<file path="config.mk">
export PLATFORM = sky130hd
export DESIGN_NAME = dac_trig_if
export DESIGN_NICKNAME = d
export VERILOG_FILES = /design/src/rtl/dac_trig_pkg.sv /design/src/rtl/dac_wr_unpack.sv /design/src/rtl/dac_trig_det.sv /design/src/rtl/dac_chan.sv /design/src/rtl/dac_trig_if.sv
export SDC_FILE = /design/constraint.sdc
export NUM_CORES = 1
export LEC_CHECK = 0
export ABC_AREA = 1
export BUFFER_PORTS_ARGS = -buffer_cell sky130_fd_sc_hd__buf_4
export CORE_AREA = 4 4 125 127
export DETAILED_ROUTE_END_ITERATION = 10
export DIE_AREA = 0 0 129 131
export GPL_ROUTABILITY_DRIVEN = 0
export SYNTH_ARGS = -nofsm -noshare
export SYNTH_HDL_FRONTEND = slang
export SYNTH_SLANG_ARGS = --single-unit
</file>
<file path="constraint.sdc">
create_clock -name clk_i -period 1.4 [get_ports clk_i]
set_input_delay 0 -clock clk_i [delete_from_list [all_inputs] [get_ports clk_i]]
set_output_delay 0 -clock clk_i [all_outputs]
set_load 0.05 [all_outputs]
</file>
<file path="src/rtl/dac_trig_pkg.sv">
package dac_trig_pkg;
  localparam int CODE_W = 12;
  localparam int ADDR_W = 4;
  localparam int DATA_W = 32;
  localparam int TSEL_W = 3;
  localparam int N_HW   = (1 << TSEL_W) - 1;
  localparam int N_CH   = 2;
  localparam int CFG_W  = TSEL_W + 3;

  typedef enum logic [ADDR_W-1:0] {
    A_CTRL  = 4'd0,
    A_SWTRG = 4'd1,
    A_R12_0 = 4'd2,
    A_L12_0 = 4'd3,
    A_R8_0  = 4'd4,
    A_R12_1 = 4'd5,
    A_L12_1 = 4'd6,
    A_R8_1  = 4'd7,
    A_R12_D = 4'd8,
    A_L12_D = 4'd9,
    A_R8_D  = 4'd10,
    A_CODE0 = 4'd11,
    A_CODE1 = 4'd12,
    A_STAT  = 4'd13
  } addr_e;

  typedef struct packed {
    logic              dma_en;
    logic [TSEL_W-1:0] tsel;
    logic              ten;
    logic              en;
  } chcfg_t;
endpackage

</file>
<file path="src/rtl/dac_wr_unpack.sv">
module dac_wr_unpack
  import dac_trig_pkg::*;
(
  input  logic                         wr_en_i,
  input  addr_e                        wr_addr_i,
  input  logic [DATA_W-1:0]            wr_data_i,
  output logic [N_CH-1:0]              ld_o,
  output logic [N_CH-1:0][CODE_W-1:0]  val_o
);
  logic [DATA_W-1:0] d;
  assign d = wr_data_i;

  always_comb begin
    ld_o  = '0;
    val_o = '0;
    if (wr_en_i) begin
      unique case (wr_addr_i)
        A_R12_0: begin ld_o = 2'b01; val_o[0] = d[11:0]; end
        A_L12_0: begin ld_o = 2'b01; val_o[0] = d[15:4]; end
        A_R8_0:  begin ld_o = 2'b01; val_o[0] = {d[7:0], 4'h0}; end
        A_R12_1: begin ld_o = 2'b10; val_o[1] = d[11:0]; end
        A_L12_1: begin ld_o = 2'b10; val_o[1] = d[15:4]; end
        A_R8_1:  begin ld_o = 2'b10; val_o[1] = {d[7:0], 4'h0}; end
        A_R12_D: begin ld_o = 2'b11; val_o[0] = d[11:0];  val_o[1] = d[27:16]; end
        A_L12_D: begin ld_o = 2'b11; val_o[0] = d[15:4];  val_o[1] = d[31:20]; end
        A_R8_D:  begin ld_o = 2'b11; val_o[0] = {d[7:0], 4'h0}; val_o[1] = {d[15:8], 4'h0}; end
        default: ;
      endcase
    end
  end
endmodule

</file>
<file path="src/rtl/dac_trig_det.sv">
module dac_trig_det
  import dac_trig_pkg::*;
(
  input  logic                          clk_i,
  input  logic                          rst_ni,
  input  logic [N_HW-1:0]               trig_i,
  input  logic [N_CH-1:0]               sw_set_i,
  input  logic [N_CH-1:0][TSEL_W-1:0]   sel_i,
  output logic [N_CH-1:0]               sw_q_o,
  output logic [N_CH-1:0]               evt_o
);
  logic [N_HW-1:0] prev_q, det_q;

  always_ff @(posedge clk_i or negedge rst_ni) begin
    if (!rst_ni) begin
      prev_q <= '0;
      det_q  <= '0;
      sw_q_o <= '0;
    end else begin
      prev_q <= trig_i;
      det_q  <= trig_i & ~prev_q;
      sw_q_o <= sw_set_i;   // one-cycle pulse: self-clearing
    end
  end

  for (genvar c = 0; c < N_CH; c++) begin : g_sel
    logic [N_HW:0] src;
    assign src      = {sw_q_o[c], det_q};
    assign evt_o[c] = src[sel_i[c]];
  end
endmodule

</file>
<file path="src/rtl/dac_chan.sv">
module dac_chan
  import dac_trig_pkg::*;
(
  input  logic              clk_i,
  input  logic              rst_ni,
  input  chcfg_t            cfg_i,
  input  logic              ld_i,
  input  logic [CODE_W-1:0] val_i,
  input  logic              evt_i,
  input  logic              udr_clr_i,
  output logic [CODE_W-1:0] code_o,
  output logic              udr_o,
  output logic              dma_o
);
  logic [CODE_W-1:0] hold_q;
  logic              fresh_q, imm_q, wr_ok, fire;

  assign wr_ok = ld_i & cfg_i.en;
  assign fire  = evt_i & cfg_i.en & cfg_i.ten;

  always_ff @(posedge clk_i or negedge rst_ni) begin
    if (!rst_ni) begin
      hold_q  <= '0;
      fresh_q <= 1'b0;
      imm_q   <= 1'b0;
      code_o  <= '0;
      udr_o   <= 1'b0;
      dma_o   <= 1'b0;
    end else begin
      imm_q <= wr_ok & ~cfg_i.ten;
      if (wr_ok) hold_q <= val_i;

      if (imm_q || (fire && fresh_q)) code_o <= hold_q;

      if (wr_ok)                fresh_q <= 1'b1;
      else if (fire || imm_q)   fresh_q <= 1'b0;

      if (fire && !fresh_q)     udr_o <= 1'b1;
      else if (udr_clr_i)       udr_o <= 1'b0;

      if (fire && cfg_i.dma_en) dma_o <= 1'b1;
      else if (wr_ok)           dma_o <= 1'b0;
    end
  end
endmodule

</file>
<file path="src/rtl/dac_trig_if.sv">
module dac_trig_if
  import dac_trig_pkg::*;
(
  input  logic              clk_i,
  input  logic              rst_ni,
  input  logic              wr_en_i,
  input  logic [ADDR_W-1:0] wr_addr_i,
  input  logic [DATA_W-1:0] wr_data_i,
  input  logic [ADDR_W-1:0] rd_addr_i,
  output logic [DATA_W-1:0] rd_data_o,
  input  logic [N_HW-1:0]   trig_i,
  output logic [CODE_W-1:0] dac0_code_o,
  output logic [CODE_W-1:0] dac1_code_o,
  output logic [N_CH-1:0]   dma_req_o
);
  localparam int HALF = DATA_W / 2;

  addr_e                        wa, ra;
  chcfg_t [N_CH-1:0]            cfg_q;
  logic   [N_CH-1:0]            hold_ld, trig_evt, sw_q, sw_set, udr_clr, udr_q;
  logic   [N_CH-1:0][CODE_W-1:0] hold_val, code;
  logic   [N_CH-1:0][TSEL_W-1:0] sel;

  assign wa = addr_e'(wr_addr_i);
  assign ra = addr_e'(rd_addr_i);

  always_ff @(posedge clk_i or negedge rst_ni) begin
    if (!rst_ni) cfg_q <= '0;
    else if (wr_en_i && wa == A_CTRL)
      for (int c = 0; c < N_CH; c++) cfg_q[c] <= wr_data_i[c*HALF +: CFG_W];
  end

  assign sw_set  = (wr_en_i && wa == A_SWTRG) ? wr_data_i[N_CH-1:0] : '0;
  assign udr_clr = (wr_en_i && wa == A_STAT)  ? wr_data_i[N_CH-1:0] : '0;

  dac_wr_unpack u_unpack (
    .wr_en_i  (wr_en_i),
    .wr_addr_i(wa),
    .wr_data_i(wr_data_i),
    .ld_o     (hold_ld),
    .val_o    (hold_val)
  );

  for (genvar c = 0; c < N_CH; c++) begin : g_sel
    assign sel[c] = cfg_q[c].tsel;
  end

  dac_trig_det u_det (
    .clk_i   (clk_i),
    .rst_ni  (rst_ni),
    .trig_i  (trig_i),
    .sw_set_i(sw_set),
    .sel_i   (sel),
    .sw_q_o  (sw_q),
    .evt_o   (trig_evt)
  );

  for (genvar c = 0; c < N_CH; c++) begin : g_ch
    dac_chan u_chan (
      .clk_i    (clk_i),
      .rst_ni   (rst_ni),
      .cfg_i    (cfg_q[c]),
      .ld_i     (hold_ld[c]),
      .val_i    (hold_val[c]),
      .evt_i    (trig_evt[c]),
      .udr_clr_i(udr_clr[c]),
      .code_o   (code[c]),
      .udr_o    (udr_q[c]),
      .dma_o    (dma_req_o[c])
    );
  end

  assign dac0_code_o = code[0];
  assign dac1_code_o = code[1];

  always_comb begin
    rd_data_o = '0;
    unique case (ra)
      A_CTRL:  for (int c = 0; c < N_CH; c++) rd_data_o[c*HALF +: CFG_W] = cfg_q[c];
      A_SWTRG: rd_data_o[N_CH-1:0] = sw_q;
      A_CODE0: rd_data_o[CODE_W-1:0] = code[0];
      A_CODE1: rd_data_o[CODE_W-1:0] = code[1];
      A_STAT:  rd_data_o[N_CH-1:0] = udr_q;
      default: ;
    endcase
  end
endmodule

</file>
==> Word level (Yosys, flattened, before mapping) <==
Index checks and enable logic that the tools add are counted.
{ "totals": {"regBits": 84} }
{ "op_classes": {"order_cmp": 2, "eq_ne": 15, "muxes": 27, "bitwise": 12, "reduce_logical": 29} }
{ "ops": {"columns": ["op", "count"], "rows": [
  ["12-bit case mux with 6 select lines", 1],
  ["12-bit case mux with 3 select lines", 1],
  ["4-bit == test, second input constant", 7],
  ["24-bit two-way mux", 1],
  ["4-bit by 3-bit == test with 1-bit output, second input constant", 4],
  ["1-bit two-way mux", 14],
  ["4-bit case mux with 3 select lines", 1],
  ["6-bit case mux with 2 select lines", 1],
  ["2-bit nonzero test", 6],
  ["2-bit case mux with 5 select lines", 1],
  ["1-bit logical AND", 9],
  ["3-bit OR reduction", 3],
  ["1-bit AND", 8],
  ["4-bit by 1-bit == test with 1-bit output, second input constant", 2],
  ["4-bit by 2-bit == test with 1-bit output, second input constant", 2],
  ["4-bit zero test", 2],
  ["3-bit by 4-bit < comparator with 1-bit output, second input constant", 2],
  ["7-bit AND", 1],
  ["7-bit inverter", 1],
  ["1-bit binary-select mux with 3-bit select", 2],
  ["2-bit two-way mux", 3],
  ["6-bit two-way mux", 1],
  ["2-bit case mux with 3 select lines", 1],
  ["2-bit OR reduction", 3],
  ["other kinds (3)", 8]
]} }

==> Depth between registers and ports, before layout <==
Gate-level depths: netlist of the first run.
{ "logic_depth": {"ltp_word": 7, "mapped_depth": 10, "mapped_depth_nobuf": 9} }

==> By module <==
From an unflattened synthesis of the first run, not the netlist that was laid out.
{ "hier_totals": {"cells_unflattened": 709, "hier_area_um2": 4835.9} }
{ "modules_own_cells": {"columns": ["mod", "instances", "cells_each", "area_per_inst_um2"], "rows": [
  ["dac_chan", 2, 119, 1083.5],
  ["dac_wr_unpack", 1, 232, 1019.7],
  ["dac_trig_if", 1, 160, 1002.2],
  ["dac_trig_det", 1, 79, 646.9]
]} }

==> Least setup slack after synthesis of the first run <==
Ideal clock, no wire load.
{ "synth_path": {"kind": "flip-flop to output port", "from": "reg cfg_q[2] (netlist name)", "to": "out rd_data_o[2]", "arrival_time_ns": 1.271, "required_time_ns": 1.400, "setup_slack_ns": 0.129, "path_stages_with_launch": 3, "n_path_buf": 0, "cell_sequence": "dfrtp_1 > inv_2 > o211ai_1"} }
{ "synth_via": {"elab_chain_len": 1} }
{ "synth_lines": {"columns": ["element", "line_no", "text"], "rows": [
  ["start, declared", "dac_trig_if.sv:19", "chcfg_t [N_CH-1:0] cfg_q;"],
  ["start signal, assigned", "dac_trig_if.sv:28", "if (!rst_ni) cfg_q <= '0;"],
  ["4-bit case mux with 3 select lines", "dac_trig_if.sv:78", "unique case (ra)"],
  ["end, declared", "dac_trig_if.sv:10", "output logic [DATA_W-1:0] rd_data_o,"]
]} }
Every way passes these cells.

==> Worst setup path after layout of the first run <==
{ "layout_path": {"from": "reg cfg_q[8] (netlist name)", "to": "reg g_ch[1].u_chan.code_o[8]"} }
{ "layout_via": {"elab_chain_len": 6} }
{ "layout_lines": {"columns": ["element", "line_no", "text"], "rows": [
  ["1-bit binary-select mux with 3-bit select", "dac_trig_det.sv:29", "assign evt_o[c] = src[sel_i[c]];"],
  ["1-bit two-way mux (implied by the code)", "dac_trig_det.sv:29", null],
  ["1-bit AND (2 in series)", "dac_chan.sv:19", "assign fire = evt_i & cfg_i.en & cfg_i.ten;"],
  ["1-bit logical AND", "dac_chan.sv:33", "if (imm_q || (fire && fresh_q)) code_o <= hold_q;"],
  ["1-bit logical OR", "dac_chan.sv:33", null],
  ["end signal, assigned", "dac_chan.sv:33", null],
  ["end, declared", "dac_chan.sv:11", "output logic [CODE_W-1:0] code_o,"]
]} }
Every way passes these cells. The select of a mux whose other input is x is not followed.
A chain may end at the register's enable or synchronous reset.

==> out/qor.yml, run 1 <==
timing.rr.start: "cfg_q[8]"
synth.lib_cells_used.distinct: 24
post-route-drc-count: 0
syn-cell-area_mm2: 0.00428
grt_pass1_vias: 4014
yosys.area.top_type_share_pct: 49.1
cts_sinks: 84
total_leakage_power_uw: 0.00315
crit_start: "cfg_q[8]"
worst_path_clk_slew_ps: 60
final_net_count: 763
pwr_density_cell_mw_per_mm2: 1590
synth.area.top_cells: "sky130_fd_sc_hd__dfrtp_1, sky130_fd_sc_hd__nand2_1, sky130_fd_sc_hd__nand3_1"
clock_tree.root_cell: "sky130_fd_sc_hd__clkbuf_16"
total_count_of_hold_check_failures_in_the_final_report: 0
layout.filler_cells: 1490
grt_max_degree: 56
ant_nets: 0
post_route_cells_drive_above_1_share_pct: 25.6
detailedPlace.worstSlack_ps: -83.7
mean_area_per_synthesized_cell_um2: 7.49
max_clock_freq_mhz: 693
area_delta_synth_final_pct: 41.4
async_reset_ff_share_pct: 100
die_w_um: 129
clockBufferDepth: 2
grt_antenna_before_repair: 0
post_synth_most_frequent_cells: "sky130_fd_sc_hd__nand2_1, sky130_fd_sc_hd__dfrtp_1, sky130_fd_sc_hd__nand3_1"
worst_ep_arrival_time_ps: 1680
post_synth_inst_count: 572
setup-violations-final: 13
drt-total-wl_mm: 13.8
dp.final_hpwl_mm: 10.3
grt_pass1_wl_mm: 21.2
ys_warn_count: 0
cts_made_buffers: 9
fin_util_pct: 42.0
cell_accounting_for_the_most_synthesized_area: "sky130_fd_sc_hd__dfrtp_1"
grt_remaining_overflow: 0
wire_per_inst_um: 15.2
timing.critical_path.from_type: "flop"
yosys_most_used_dff: "sky130_fd_sc_hd__dfrtp_1"
insertion_delay_to_the_later_sink_of_the_worst_skew_pair_ps: 340
outcome: "finished, violations left"
timing.hold.worst.start: "wr_data_i[14]"
critical_path_required_ps: 1630
timing.final.crit_share_pct: 103
synth-edff-count: 0
route.vias.total: 4208
number_of_port_buffers: 93
final_critical_path_setup_slack_ps: -42.1
height_of_the_die_um: 131
track_usage_pct: 16.1
ioPinCount: 108
initial_core_util_pct: 29.7
post_route_minimum_period_ps: 1440
synth_seq_cells: 84
finalClockSkew_ps: 6.26
dr.first_iter.drc_count: 283
cts_tree: "done"
vias_per_cell: 4.67
maxCapViolations: 0
worstHoldPathType: "input port to flop"
synth_sequential_area_ratio_pct: 49.1
synth_most_common_cell: "sky130_fd_sc_hd__nand2_1"
worst_vdd_rail_ir_drop_mv: 0.679
grt_setup_unrepaired: "yes"
critPathCaptureType: "flop"
path_class: "flop to flop"
core_area_mm2: 0.0144
insertedDiodeCount: 0
worst-path-max-fanout: 6
failed_checks: "setup timing"
drt_pre_antenna_iters: 5
htree_levels: 3
fp.dieArea_mm2: 0.0169
row_count: 44
final-max-slew-violation-count: 0
cell type report:
cell class,instances,area [µm²],share of cell area (%)
Sequential cell,84,2100,34.7
Inverter,55,211,3.49
Multi-Input combinational cell,412,1950,32.2
Timing Repair Buffer,151,1280,21.2
Clock inverter,6,40.0,0.661
Clock buffer,10,239,3.95
Tap cell,184,230,3.80
power by group:
part / leakage, µW / total (µW) / internal, µW / switching (µW)
registers: 0.00104 / 3770 / 3100 / 670
clock network: 0.000127 / 2200 / 1240 / 959
logic: 0.00198 / 3650 / 1240 / 2410
total: 0.00315 / 9620 / 5580 / 4040
path summary, 6_finish.rpt:
check	cells past startpoint	slack, ps	end
setup / recovery	10	-40	g_ch[1].u_chan.code_o[8]
hold / removal	5	10	g_ch[0].u_chan.hold_q[10]
setup reg to reg	10	-40	g_ch[1].u_chan.code_o[8]
hold reg to reg	1	390	u_det.det_q[3]
max in group asynchronous	3	640	cfg_q[6]
min in group asynchronous	3	220	u_det.prev_q[1]
critical path, stage by stage, from the launching register on:
cell and delay, ps:
sky130_fd_sc_hd__dfrtp_2 440, sky130_fd_sc_hd__nand2_1 100, sky130_fd_sc_hd__nand3_2 70, sky130_fd_sc_hd__nand2_1 70
sky130_fd_sc_hd__nand2_1 60, sky130_fd_sc_hd__nand4_1 100, sky130_fd_sc_hd__buf_6 150, sky130_fd_sc_hd__nand2_8 70
sky130_fd_sc_hd__buf_12 140, sky130_fd_sc_hd__nand2_1 70, sky130_fd_sc_hd__nand2_1 50
registers in the layout (all words and copies together) (netlist names):
signal               flops
u_det.prev_q             7
g_ch.u_chan.hold_q      24
g_ch.u_chan.udr_o        2
g_ch.u_chan.imm_q        2
g_ch.u_chan.fresh_q      2
g_ch.u_chan.dma_o        2
u_det.det_q              7
g_ch.u_chan.code_o      24
u_det.sw_q_o             2
cfg_q                   12
placed cells by master, fill, tap and decap left out:
cell	netlist	routed
sky130_fd_sc_hd__nor2_2	2	2
sky130_fd_sc_hd__clkbuf_8	0	1
sky130_fd_sc_hd__nand2_4	0	1
sky130_fd_sc_hd__nand3_4	1	1
sky130_fd_sc_hd__o211ai_1	3	3
sky130_fd_sc_hd__inv_2	4	4
sky130_fd_sc_hd__nand2_1	202	187
sky130_fd_sc_hd__buf_4	18	109
sky130_fd_sc_hd__nand3_1	58	40
sky130_fd_sc_hd__dfrtp_1	84	82
sky130_fd_sc_hd__clkbuf_16	0	10
sky130_fd_sc_hd__a21oi_1	42	42
sky130_fd_sc_hd__buf_6	2	6
sky130_fd_sc_hd__o21ai_1	1	1
sky130_fd_sc_hd__o21ai_0	18	18
sky130_fd_sc_hd__dlygate4sd3_1	0	33
sky130_fd_sc_hd__a21oi_2	2	2
sky130_fd_sc_hd__clkinv_2	0	2
sky130_fd_sc_hd__nand3_2	1	19
sky130_fd_sc_hd__dfrtp_2	0	2
sky130_fd_sc_hd__a22o_1	6	6
sky130_fd_sc_hd__nor2_1	49	49
sky130_fd_sc_hd__inv_4	0	2
sky130_fd_sc_hd__conb_1	1	14
sky130_fd_sc_hd__inv_1	51	49
sky130_fd_sc_hd__nand2_8	0	1
sky130_fd_sc_hd__o22ai_1	3	3
sky130_fd_sc_hd__buf_12	0	2
sky130_fd_sc_hd__or2_2	2	2
sky130_fd_sc_hd__nand4_1	7	7
sky130_fd_sc_hd__clkinvlp_4	0	4
sky130_fd_sc_hd__nand2_2	1	14
what timing repair did:
item | CTS | global route
endpoints found under the hold margin | 117 | 0
buffers inserted | 0 | 4
hold buffers | 33 | 0
resized for setup | 1 | 49
endpoints found under the setup margin | 12 | 25
gates cloned | 0 | 3
pin swaps | 0 | 8
kinds of logic after synthesis:
kind of cell	share of synthesized area (%)
AO/OA/AOI/OAI	9.73
buffers and inverters	9.96
flip-flops	49.1
other	0.0875
AND/OR/NAND/NOR	31.2
per-layer routing:
layer  global-route usage (%)  vias up  share of wire [%]
li1                         -     2083                  -
met1                     23.3     1960                 47
met2                     24.7      149                 46
met3                     2.40       16                5.5
met4                     5.68        0                1.8
met5                        0        -                  0
stage by stage:
step           total power (µW)  cell area [µm²]  cells  TNS [ps]  hold slack (ps)
6_report                   9620             6060    902      -305             14.7
5_1_grt                   10100             6060    902     -2080             24.5
4_1_cts                    9440             5810    895         0             5.84
3_5_place_dp               7150             5200    846      -476             -190
3_3_place_gp               7110             5200    846      -101             -191
2_1_floorplan              5890             4330    585         0             -296
Power figures use the tool's default switching activity.
==> run 2, diff against run 1 <==
--- a/config.mk
+++ b/config.mk
@@ -10,7 +10,7 @@
 export CORE_AREA = 4 4 125 127
 export DETAILED_ROUTE_END_ITERATION = 10
 export DIE_AREA = 0 0 129 131
-export GPL_ROUTABILITY_DRIVEN = 0
+export SKIP_LAST_GASP = 1
 export SYNTH_ARGS = -nofsm -noshare
 export SYNTH_HDL_FRONTEND = slang
 export SYNTH_SLANG_ARGS = --single-unit
==> out/qor.yml, run 2 (same netlist as run 1, synthesis figures left out) <==
worst_vdd_rail_ir_drop_mv: 0.676
grt_pass1_wl_mm: 21.2
final_cell_mix: "sky130_fd_sc_hd__nand2_1, sky130_fd_sc_hd__buf_4, sky130_fd_sc_hd__dfrtp_1"
critPathCaptureType: "flop"
grt_setup_unrepaired: "yes"
htree_levels: 3
layout.cells.most_common: "sky130_fd_sc_hd__nand2_1"
setup-violations-final: 12
clock_tree.root_cell: "sky130_fd_sc_hd__clkbuf_16"
cts_sinks: 84
failed_checks: "setup timing"
insertedDiodeCount: 0
fp.dieArea_mm2: 0.0169
layout.filler_cells: 1496
final_critical_path_setup_slack_ps: -48.7
pwr_density_cell_mw_per_mm2: 1590
die_w_um: 129
fin_util_pct: 41.7
outcome: "finished, violations left"
area_delta_synth_final_pct: 40.5
clockBufferDepth: 2
final-max-slew-violation-count: 0
inst_count_dp: 846
placement.cell_area_mm2: 0.00520
whs_ps: 15.2
post_route_minimum_period_ps: 1450
worst-path-max-fanout: 6
vias_per_cell: 4.66
p_total_uw: 9570
dp.final_hpwl_mm: 10.3
total_leakage_power_uw: 0.00314
timing.critical_path.from_type: "flop"
worst_ep_arrival_time_ps: 1680
critical_path_required_ps: 1630
worstHoldPathType: "input port to flop"
ioPinCount: 108
post-route-drc-count: 0
last_weighted_congestion_value_of_the_routability_driven_placer: 0.910
final_net_count: 763
track_usage_pct: 16.1
grt_antenna_before_repair: 0
grt_max_degree: 56
drt-total-wl_mm: 13.6
core_area_mm2: 0.0144
post_route_cells_drive_above_1_share_pct: 24.2
largestRegisters: "g_ch.u_chan.code_o x24, g_ch.u_chan.hold_q x24, cfg_q x12"
grt_remaining_overflow: 0
wire_per_inst_um: 15.1
dr.first_iter.drc_count: 328
insertion_delay_to_the_later_sink_of_the_worst_skew_pair_ps: 340
total_count_of_hold_check_failures_in_the_final_report: 0
grt_pass1_vias: 4014
cts_made_buffers: 9
finalClockSkew_ps: 6.21
row_count: 44
initial_core_util_pct: 29.7
worst_path_clk_slew_ps: 60
timing.final.crit_share_pct: 103
height_of_the_die_um: 131
maxCapViolations: 0
drt_pre_antenna_iters: 5
cts_tree: "done"
ant_nets: 0
path_class: "flop to flop"
design_area_mm2: 0.00602
max_clock_freq_mhz: 690
route.vias.total: 4206
post_route_non_filler_standard_cell_count: 902
number_of_port_buffers: 93
[run 2: changes by cell type in the layout (fill, tap and decap cells not counted)]
cell	previous run	this run
sky130_fd_sc_hd__inv_1	49	50
sky130_fd_sc_hd__inv_2	4	3
sky130_fd_sc_hd__nand2_1	187	190
sky130_fd_sc_hd__nand2_2	14	11
sky130_fd_sc_hd__nand3_1	40	46
sky130_fd_sc_hd__nand3_2	19	13
[run 2: worst paths after layout]
path / startpoint / end / slack [ps] / depth (start not counted)
setup / recovery: cfg_q[9] / g_ch[1].u_chan.code_o[7] / -50 / 10
hold / removal: wr_data_i[14] / g_ch[0].u_chan.hold_q[10] / 20 / 5
setup reg to reg: cfg_q[9] / g_ch[1].u_chan.code_o[7] / -50 / 10
hold reg to reg: u_det.prev_q[3] / u_det.det_q[3] / 390 / 1
max in group asynchronous: rst_ni / cfg_q[6] / 640 / 3
min in group asynchronous: rst_ni / u_det.prev_q[1] / 220 / 3
[run 2: repair_timing]
item                                   in CTS  in global routing
endpoints found under the hold margin     117                  0
pin swaps                                   0                  8
setup endpoints to repair                  12                 25
hold buffers                               33                  0
gates cloned                                0                  3
setup buffers                               0                  4
resized for setup                           1                 39
[run 2: area by class of cell]
class                           count  area (µm²)  area share [%]
Multi-Input combinational cell    412        1910            31.8
Clock inverter                      6        40.0           0.665
Timing Repair Buffer              151        1280            21.3
Sequential cell                    84        2100            35.0
Tap cell                          184         230            3.82
Inverter                           55         211            3.51
Clock buffer                       10         239            3.97
[run 2: per-stage QoR]
stage	setup WS, ps	TNS [ps]
after floorplan	129	0
after detailed placement	-83.7	-476
after CTS	3.61	0
after global routing	-110	-2270
after global placement	-13.8	-101
final	-48.7	-387
[run 2: routing by layer]
metal	up-vias	global-route usage (%)	share of wire, %	wire (µm)
met5	-	0	0	0
met2	149	24.7	45	6160
met4	0	5.68	2.0	279
li1	2084	-	-	-
met3	19	2.40	5.6	764
met1	1954	23.3	47	6410
[run 2: power by group]
group / switching [µW] / internal (µW)
Sequential: 648 / 3100
Combinational: 2400 / 1220
Clock: 957 / 1240
[run 2: worst max-delay path, cell delays in order (launching register included)]
cell and delay [ps]:
sky130_fd_sc_hd__dfrtp_1 410, sky130_fd_sc_hd__inv_2 120, sky130_fd_sc_hd__nand3_2 80, sky130_fd_sc_hd__nand2_1 70, sky130_fd_sc_hd__nand2_1 60, sky130_fd_sc_hd__nand4_1 100
sky130_fd_sc_hd__buf_6 150, sky130_fd_sc_hd__nand2_8 70, sky130_fd_sc_hd__clkbuf_16 160, sky130_fd_sc_hd__nand2_1 60, sky130_fd_sc_hd__nand2_1 50
==> run 3, diff against run 2 <==
--- a/config.mk
+++ b/config.mk
@@ -7,9 +7,11 @@
 export LEC_CHECK = 0
 export ABC_AREA = 1
 export BUFFER_PORTS_ARGS = -buffer_cell sky130_fd_sc_hd__buf_4
-export CORE_AREA = 4 4 125 127
+export CORE_AREA = 4 4 94 96
 export DETAILED_ROUTE_END_ITERATION = 10
-export DIE_AREA = 0 0 129 131
+export DIE_AREA = 0 0 98 100
+export GPL_ROUTABILITY_DRIVEN = 0
+export PLACE_DENSITY = 0.8
 export SKIP_LAST_GASP = 1
 export SYNTH_ARGS = -nofsm -noshare
 export SYNTH_HDL_FRONTEND = slang
==> constraint.sdc (replaced) <==
create_clock -name clk_i -period 1.7 [get_ports clk_i]
set_input_delay 0 -clock clk_i [delete_from_list [all_inputs] [get_ports clk_i]]
set_output_delay 0 -clock clk_i [all_outputs]
set_load 0.05 [all_outputs]
==> out/qor.yml, run 3 (same netlist as run 1, synthesis figures left out) <==
maxCapViolations: 0
clock_tree.root_cell: "sky130_fd_sc_hd__clkbuf_8"
insertion_delay_to_the_later_sink_of_the_worst_skew_pair_ps: 350
drt_pre_antenna_iters: 5
post-route-drc-count: 0
final_net_count: 750
clockBufferDepth: 2
number_of_port_buffers: 93
final_cell_mix: "sky130_fd_sc_hd__nand2_1, sky130_fd_sc_hd__buf_4, sky130_fd_sc_hd__dfrtp_1"
vias_per_cell: 5.41
core_area_mm2: 0.00805
ant_nets: 0
fp.dieArea_mm2: 0.00980
setup-violations-final: 0
detailedPlace.worstSlack_ps: 186
cts_sinks: 84
initial_core_util_pct: 53.2
inst_count_dp: 757
p_total_uw: 7420
power.share.clock_pct: 21.4
insertedDiodeCount: 0
post_route_non_filler_standard_cell_count: 810
whs_ps: 14.0
timing.final.crit_share_pct: 87.5
grt_remaining_overflow: 0
whs_endpoint: "g_ch[0].u_chan.hold_q[1]"
cts_made_buffers: 9
final_critical_path_setup_slack_ps: 212
max_clock_freq_mhz: 672
layout.cells.most_common: "sky130_fd_sc_hd__nand2_1"
timing.hold.worst.start: "wr_data_i[5]"
outcome: "finished, final reports clean"
slew_headroom_pct: 63.9
timing.critical_path.from_type: "flop"
grt_setup_unrepaired: "no"
fin_setup_tns_ps: 0
power_frac_comb_pct: 37.9
height_of_the_die_um: 100
grt_max_degree: 44
cts_tree: "done"
row_count: 33
final-max-slew-violation-count: 0
area_delta_synth_final_pct: 31.1
post_route_cells_drive_above_1_share_pct: 18.6
track_usage_pct: 25.0
grt_pass1_wl_mm: 19.8
worstHoldPathType: "input port to flop"
min_delay_path_depth: 3
pwr_density_cell_mw_per_mm2: 1320
r2r_cells: 9
total_leakage_power_uw: 0.00301
worst_ep_arrival_time_ps: 1720
internal-power_uw: 4310
worst-path-max-fanout: 12
p_sw_uw: 3110
worst_vdd_rail_ir_drop_mv: 0.627
total_count_of_hold_check_failures_in_the_final_report: 0
ioPinCount: 108
timing_worst_slew_pin_value_ps: 541
reg_power_share_pct: 40.7
grt_antenna_before_repair: 0
path_class: "flop to flop"
reg2reg_to: "g_ch[1].u_chan.code_o[11]"
die_w_um: 98
timing.rr.start: "cfg_q[8]"
finalClockSkew_ps: 10.1
drt-total-wl_mm: 12.1
htree_levels: 3
r2r_setup_slack_ps: 210
dr.first_iter.drc_count: 364
critPathCaptureType: "flop"
swShare_pct: 41.9
worst_path_clk_slew_ps: 80
post_route_minimum_period_ps: 1490
wire_per_inst_um: 15.0
dp.final_hpwl_mm: 8.94
critical_path_required_ps: 1940
route.vias.total: 4383
grt_pass1_vias: 4139
largestRegisters: "g_ch.u_chan.code_o x24, g_ch.u_chan.hold_q x24, cfg_q x12"
-- run 3: final cells by class --
cell class / count / area, µm²
clock buffer: 11 / 141
fill: 653 / 2430
clock inverter: 5 / 85.1
timing repair buffer: 138 / 1140
tap: 105 / 131
inverter: 55 / 206
sequential: 84 / 2100
multi-input combinational: 412 / 1810
-- run 3: power by group through the flow --
stage	logic [µW]	registers, µW	clock network, µW
global placement	2680	3020	0
finish	2810	3020	1590
floorplan	1110	3740	0
detailed placement	2730	3050	0
CTS	2810	3010	1600
global route	3010	3080	1710
-- run 3: how the worst max path moves through the flow --
stage | start | to | depth (start not counted)
floorplan | cfg_q[2] | rd_data_o[2] | 2
global placement | cfg_q[8] | g_ch[1].u_chan.code_o[0] | 9
detailed placement | cfg_q[8] | g_ch[1].u_chan.code_o[11] | 9
CTS | cfg_q[8] | g_ch[1].u_chan.code_o[11] | 9
global route | cfg_q[8] | g_ch[1].u_chan.code_o[7] | 9
finish | cfg_q[8] | g_ch[1].u_chan.code_o[11] | 9
-- run 3: critical path: stages, from the launching register on --
cell and delay, ps:
sky130_fd_sc_hd__dfrtp_1 440, sky130_fd_sc_hd__inv_2 130, sky130_fd_sc_hd__nand2_1 60, sky130_fd_sc_hd__nand3_1 70
sky130_fd_sc_hd__nand2_1 70, sky130_fd_sc_hd__nand2_1 80, sky130_fd_sc_hd__nand4_1 170, sky130_fd_sc_hd__buf_4 230
sky130_fd_sc_hd__nand3_1 80, sky130_fd_sc_hd__nand2_1 60
-- run 3: per-stage QoR --
stage	utilization, %	instance area [µm²]
floorplan	-	4330
global placement	62.3	5010
detailed placement	62.3	5010
CTS	69.7	5610
global route	69.8	5620
finish	69.8	5620
-- run 3: routing by layer --
metal / vias up / track usage, % / part of all wire (%)
li1: 2041 / - / -
met1: 2072 / 34.9 / 43
met2: 240 / 39.5 / 46
met3: 30 / 5.42 / 8.9
met4: 0 / 7.56 / 2.0
met5: - / 0 / 0
-- run 3: timing repair --
item | 4_1_cts | 5_1_grt
hold buffers | 37 | 0
gates resized for setup | 0 | 2
buffers inserted | 0 | 0
endpoints found under the hold margin | 83 | 0
setup endpoints to repair | 0 | 7
